### config.mk
export PLATFORM = sky130hd
export DESIGN_NAME = pwm_slice
export DESIGN_NICKNAME = d
export VERILOG_FILES = /design/src/rtl/pwm_slice.sv
export SDC_FILE = /design/constraint.sdc
export NUM_CORES = 1
export LEC_CHECK = 0
export ABC_CLOCK_PERIOD_IN_PS = 2400
export BUFFER_PORTS_ARGS = -buffer_cell sky130_fd_sc_hd__buf_2
export CORE_UTILIZATION = 45
export CTS_BUF_LIST = sky130_fd_sc_hd__clkbuf_16
export CTS_CLUSTER_DIAMETER = 150
export DETAILED_ROUTE_END_ITERATION = 10
export PLACE_DENSITY = 0.73
export SLEW_MARGIN = 5
export SYNTH_ARGS = -nofsm -noshare
export SYNTH_HDL_FRONTEND = slang
export SYNTH_SLANG_ARGS = --single-unit
### constraint.sdc
create_clock -name clk -period 2.4 [get_ports clk]
set_input_delay 0.6 -clock clk [delete_from_list [all_inputs] [get_ports clk]]
set_output_delay 0.6 -clock clk [all_outputs]
set_load 0.05 [all_outputs]
### src/rtl/pwm_slice.sv
module pwm_slice #(
  parameter int DW = 8
) (
  input  logic          clk,
  input  logic          rst_n,
  input  logic          mode_we,
  input  logic [1:0]    mode_wdata,
  input  logic          duty_we,
  input  logic [DW-1:0] duty_wdata,
  input  logic [DW-1:0] base_lo,
  input  logic          base_tick,
  output logic          pin_out
);
  localparam logic [DW-1:0] TOP = {DW{1'b1}};

  logic [1:0]    mode_q;
  logic [DW-1:0] shadow_q;
  logic [DW-1:0] active_q;
  logic          run;
  logic          wrap;

  assign run  = &mode_q;
  assign wrap = base_tick && (base_lo == TOP);

  always_ff @(posedge clk or negedge rst_n) begin
    if (!rst_n) begin
      mode_q   <= '0;
      shadow_q <= '0;
      active_q <= '0;
    end else begin
      if (mode_we) mode_q <= mode_wdata;
      if (duty_we) shadow_q <= duty_wdata;
      if (wrap)    active_q <= shadow_q;
    end
  end

  assign pin_out = run && (base_lo >= active_q);
endmodule


==> results_dict.tcl, run 1 <==
set metrics [dict create \
    grt_pass1_wl_um 2740 \
    portBuffers 23 \
    drive_gt1_frac 0.442 \
    die_w_um 46.2 \
    place.gp.congestion 0.739 \
    via_per_inst 5.08 \
    die_h_um 46.2 \
    fin_crit_sh 1.03 \
    p_per_area_nw_per_um2 668 \
    antenna_found_initial 0 \
    critPathRequiredTime_ps 1800 \
    ir_worst_vdd_uv 372 \
    fillers 145 \
    cts_tree "yes" \
    diodes 0 \
    crit_path_end_kind "output port" \
    crit_fanout 2 \
    clockRootBuffer "clkbuf_16" \
    area.growth.synth_to_final_pct 32.4 \
    finalHoldViolCount 0 \
    layout_setup_ws_ps -69.5 \
    insertion_delay_ps 250 \
    yosys_warnings 0 \
    crit_type "primary input to output port" \
    tightest_slew_ps 397 \
    clk_pin_slew_ps 50 \
    arrival_ps 1870 \
    drt-total-wl_um 1650 \
    route.met2.wl_um 835 \
    holdWs_ps 272 \
    reg2reg_from "active_q[0]" \
    dieArea_um2 2140 \
    fin_area_um2 1170 \
    grt_usage 0.196 \
    synth_cell_types 17 \
    wl_met1_um 683 \
    fin_nets 136 \
    register_area_um2 450 \
    rsz0062_at_grt "yes" \
    maxSlewHeadroom 0.735 \
    fin_crit_ps 2470 \
    core_area_um2 1780 \
    io_pins 24 \
    drt-initial-drc-count 10 \
    place_area_um2 1050 \
    violations "setup timing" \
    synth_seq_cells 18 \
    start_util 0.494 \
    vias 655 \
    synth-seq-area-share 0.511 \
    status "complete, but fails checks" \
    htreeDepth 1 \
    timing.fmax_mhz 405 \
    maxCapViolations 0 \
    startpoint_type "primary input" \
    synth_cells 77 \
    synth_nets 108 \
    netlist_area_um2 881 \
    gr-total-overflow 0 \
    r2r_cells 1 \
    drc_errors 0 \
    cts.hold.buffers_added 0 \
    setup_viol 1 \
    clock_path_buffers 2 \
    wl_met3_um 79 \
    multiInputGateArea_um2 430 \
    slew_viol_final 0 \
    rows 15 \
    cts_buffers 3 \
    top_layer_used "met4" \
    leakagePower_nw 0.564 \
    hp-class "primary input to async pin" \
    cts_sinks 18 \
    synth_area_per_cell_um2 11.4 \
    grt_pass1_vias 663 \
    rr_endpoint "active_q[0]" \
    detail_route.wl_per_cell_um 12.8 \
    ff2ff_setup_slack_ps 1620 \
    antenna_left 0 \
    first_pass_iters 4 \
    skew_ps 0.998 \
    grt_max_degree 19 \
    utilization 0.654 \
]
## sequential cells by signal, summed over array words and instances, names as in the netlist
signal / count
shadow_q: 8
active_q: 8
mode_q: 2
## cell families after synthesis
logic type                 synth area share
buffers and inverters                0.0440
and+or+nand+nor                       0.105
muxes                                 0.141
AOI/OAI and AO/OA                    0.0852
adders and majority gates             0.114
DFF                                   0.511
## worst max-delay path: stages
cell and delay (ps):
buf_6 100, inv_4 50, ha_4 190, nand2b_4 140
a2111oi_4 270, nor3_1 70, o31a_2 300, buf_6 150
## metrics by stage
step / setup slack [ps] / setup TNS, ps / power, W / std cells
3_3_place_gp: -172 / -172 / 0.000443 / 125
2_1_floorplan: 32.4 / 0 / 0.000409 / 77
3_5_place_dp: -194 / -194 / 0.000450 / 125
6_report: -69.5 / -69.5 / 0.000779 / 129
4_1_cts: -80.0 / -80.0 / 0.000788 / 129
5_1_grt: -114 / -114 / 0.000815 / 129
## how the worst max path moves through the flow
stage,from,end,slack (ps)
3_3_place_gp,base_lo[0],pin_out,-170
6_report,base_lo[0],pin_out,-70
3_5_place_dp,base_lo[0],pin_out,-190
2_1_floorplan,base_lo[0],pin_out,30
4_1_cts,base_lo[0],pin_out,-80
5_1_grt,base_lo[0],pin_out,-110
## what timing repair did
action | 4_1_cts | 5_1_grt
setup endpoints to repair | 1 | 1
gates resized for setup | 7 | 0
setup buffers | 0 | 0
## metal layers
| layer | vias to the layer above | track usage |
|---|---|---|
| li1 | 319 | - |
| met1 | 306 | 0.226 |
| met2 | 25 | 0.324 |
| met3 | 5 | 0.0353 |
| met4 | 0 | 0.141 |
| met5 | - | 0 |
## cell type report
type / count / area share
clock buffers: 3 / 0.0644
well taps: 25 / 0.0268
multi-input cells: 49 / 0.369
inverters: 8 / 0.0279
clock inverters: 1 / 0.00322
repair buffers: 25 / 0.122
flip-flops and latches: 18 / 0.386
## placed cells by master (no fill, tap or decap), drive strengths merged
cell type  netlist  routed
nand2b           1       1
clkinv           0       1
a21oi            1       1
dfrtp           18      18
nor3             3       3
nand3            3       3
nand4            1       1
clkbuf           1       3
inv              8       8
nand2           10      10
buf              1      25
a31oi            1       1
mux2            11      11
ha               8       8
o21ai            8       8
a2111oi          1       1
o31a             1       1
## power breakdown
part	total (W)	leakage [nW]	switching, W	internal, W
registers	0.000343	0.196	0.0000120	0.000332
clock network	0.000326	0.0385	0.000105	0.000221
logic	0.000109	0.330	0.0000493	0.0000596
total	0.000779	0.564	0.000166	0.000612
## synthesized netlist by cell type (all sizes together)
cell type  number  area, µm²
nor3            3       20.0
mux2           11        124
inv             8       30.0
a31oi           1       6.26
nand3           3       15.0
clkbuf          1       3.75
nand4           1       6.26
a21oi           1       5.00
o31a            1       8.76
a2111oi         1       15.0
o21ai           8       40.0
buf             1       5.00
dfrtp          18        450
nand2b          1       13.8
nand2          10       37.5
ha              8        100
No activity file was read; power rests on OpenSTA's default activity.
==> inputs of run 2 (changes only) <==
--- a/config.mk
+++ b/config.mk
@@ -12,6 +12,7 @@
 export CTS_CLUSTER_DIAMETER = 150
 export DETAILED_ROUTE_END_ITERATION = 10
 export PLACE_DENSITY = 0.73
+export RECOVER_POWER = 50
 export SLEW_MARGIN = 5
 export SYNTH_ARGS = -nofsm -noshare
 export SYNTH_HDL_FRONTEND = slang
==> run 2 against run 1 <==
The run still ends with setup timing left. Critical path depth unchanged. Fmax is the same. Hold slack gained 200 ps. Count of clock-buffer cells in the layout unchanged. Sequential cell count did not move. Non-clock buffer count unchanged. Power hardly changed. Utilization shrank 0.070 points. Register-to-register slack hardly changed. Global-route usage stayed put. Largest power group unchanged. Highest routed layer unchanged.
==> results_dict.tcl, run 2 (synthesis results as in run 1) <==
set metrics [dict create \
    status "complete, but fails checks" \
    violations "setup timing" \
    maxSlewHeadroom 0.370 \
    clockRootBuffer "clkbuf_16" \
    leakagePower_nw 0.561 \
    grt_pass1_wl_um 2740 \
    die_h_um 46.2 \
    top_regs "active_q (8), shadow_q (8), mode_q (2)" \
    crit_fanout 2 \
    cts_sinks 18 \
    start_util 0.494 \
    portBuffers 23 \
    grt_pass1_vias 663 \
    path_common_cell "buf_6" \
    path_cells "buf_6 -> inv_4 -> ha_4 -> nand2b_4 -> a2111oi_4 -> nor3_1 -> o31a_2 -> buf_6" \
    dieArea_um2 2140 \
    fin_crit_sh 1.03 \
    hp-class "primary input to async pin" \
    first_pass_iters 4 \
    clk_pin_slew_ps 50 \
    drc_errors 0 \
    cts_buffers 3 \
    grt_usage 0.196 \
    skew_ps 0.847 \
    startpoint_type "primary input" \
    register_area_um2 450 \
    rows 15 \
    drt-total-wl_um 1660 \
    arrival_ps 1870 \
    die_w_um 46.2 \
    critPathRequiredTime_ps 1800 \
    maxCapViolations 0 \
    clock_path_buffers 2 \
    diodes 0 \
    layout_setup_ws_ps -69.5 \
    ir_worst_vdd_uv 372 \
    via_per_inst 5.07 \
    fin_nets 136 \
    crit_path_end_kind "output port" \
    antenna_found_initial 0 \
    timing.fmax_mhz 405 \
    drive_gt1_frac 0.433 \
    detail_route.wl_per_cell_um 12.8 \
    area.growth.synth_to_final_pct 32.2 \
    rsz0062_at_grt "yes" \
    drt-initial-drc-count 10 \
    crit_path_max_incr_delay_ps 300 \
    fillers 146 \
    htreeDepth 1 \
    tns_ps -69.5 \
    vias 654 \
    slew_viol_final 0 \
    crit_slowest_cell "o31a_2" \
    grt_max_degree 19 \
    core_area_um2 1780 \
    gr-total-overflow 0 \
    insertion_delay_ps 250 \
    final_cell_mix "buf_2 (20), dfrtp_1 (18), mux2_2 (11), nand2_1 (10), o21ai_0 (8)" \
    finalHoldViolCount 0 \
    fin_crit_ps 2470 \
    layout_commonest_cell "buf_2" \
    p_per_area_nw_per_um2 668 \
    multiInputGateArea_um2 430 \
    setup_viol 1 \
    crit_type "primary input to output port" \
    io_pins 24 \
    place_ws_ps -194 \
    cts_tree "yes" \
    tightest_slew_ps 946 \
    antenna_left 0 \
    place.gp.congestion 0.739 \
]
-- run 2: cell type report --
cell class | count | area share
sequential | 18 | 0.387
inverter | 8 | 0.0279
clock inverter | 1 | 0.00322
timing repair buffer | 25 | 0.121
clock buffer | 3 | 0.0644
tap | 25 | 0.0269
multi-input combinational | 49 | 0.369
-- run 2: final timing paths --
path / depth (start not counted) / slack (ps) / endpoint / from
setup / recovery: 8 / -70 / pin_out / base_lo[0]
hold / removal: 1 / 480 / active_q[1] / rst_n
setup reg to reg: 1 / 1620 / active_q[0] / active_q[0]
hold reg to reg: 2 / 480 / active_q[7] / shadow_q[7]
max in group asynchronous: 1 / 1350 / mode_q[1] / rst_n
min in group clk: 2 / 480 / active_q[7] / shadow_q[7]
-- run 2: routing by layer --
layer / track usage / part of all wire / vias to the layer above
met2: 0.324 / 0.50 / 25
li1: - / - / 319
met3: 0.0353 / 0.048 / 5
met5: 0 / 0 / -
met4: 0.141 / 0.034 / 0
met1: 0.226 / 0.42 / 305
-- run 2: critical path: cells and delay by family --
family,cells,cell delay [ps]
AND/OR/NAND/NOR,2,210
AO/OA/AOI/OAI,2,570
buffers and inverters,3,300
adder cells (fa/ha/maj),1,190
-- run 2: what timing repair did --
item,CTS,global route
setup buffers,0,0
hold buffers,0,0
gates resized for setup,7,0
endpoints found under the setup margin,1,1
-- run 2: stage by stage --
stage,hold WS [ps],power (W),area (µm²),cells,util
after floorplan,304,0.000409,895,77,-
after global placement,464,0.000443,1050,125,0.587
after detailed placement,465,0.000450,1050,125,0.587
after CTS,275,0.000788,1170,129,0.654
after global routing,503,0.000815,1160,129,0.653
final,476,0.000778,1160,129,0.653
-- run 2: power breakdown --
| part | switching (W) | internal, W |
|---|---|---|
| registers | 0.0000120 | 0.000332 |
| clock network | 0.000105 | 0.000221 |
| logic | 0.0000493 | 0.0000594 |
| total | 0.000166 | 0.000612 |
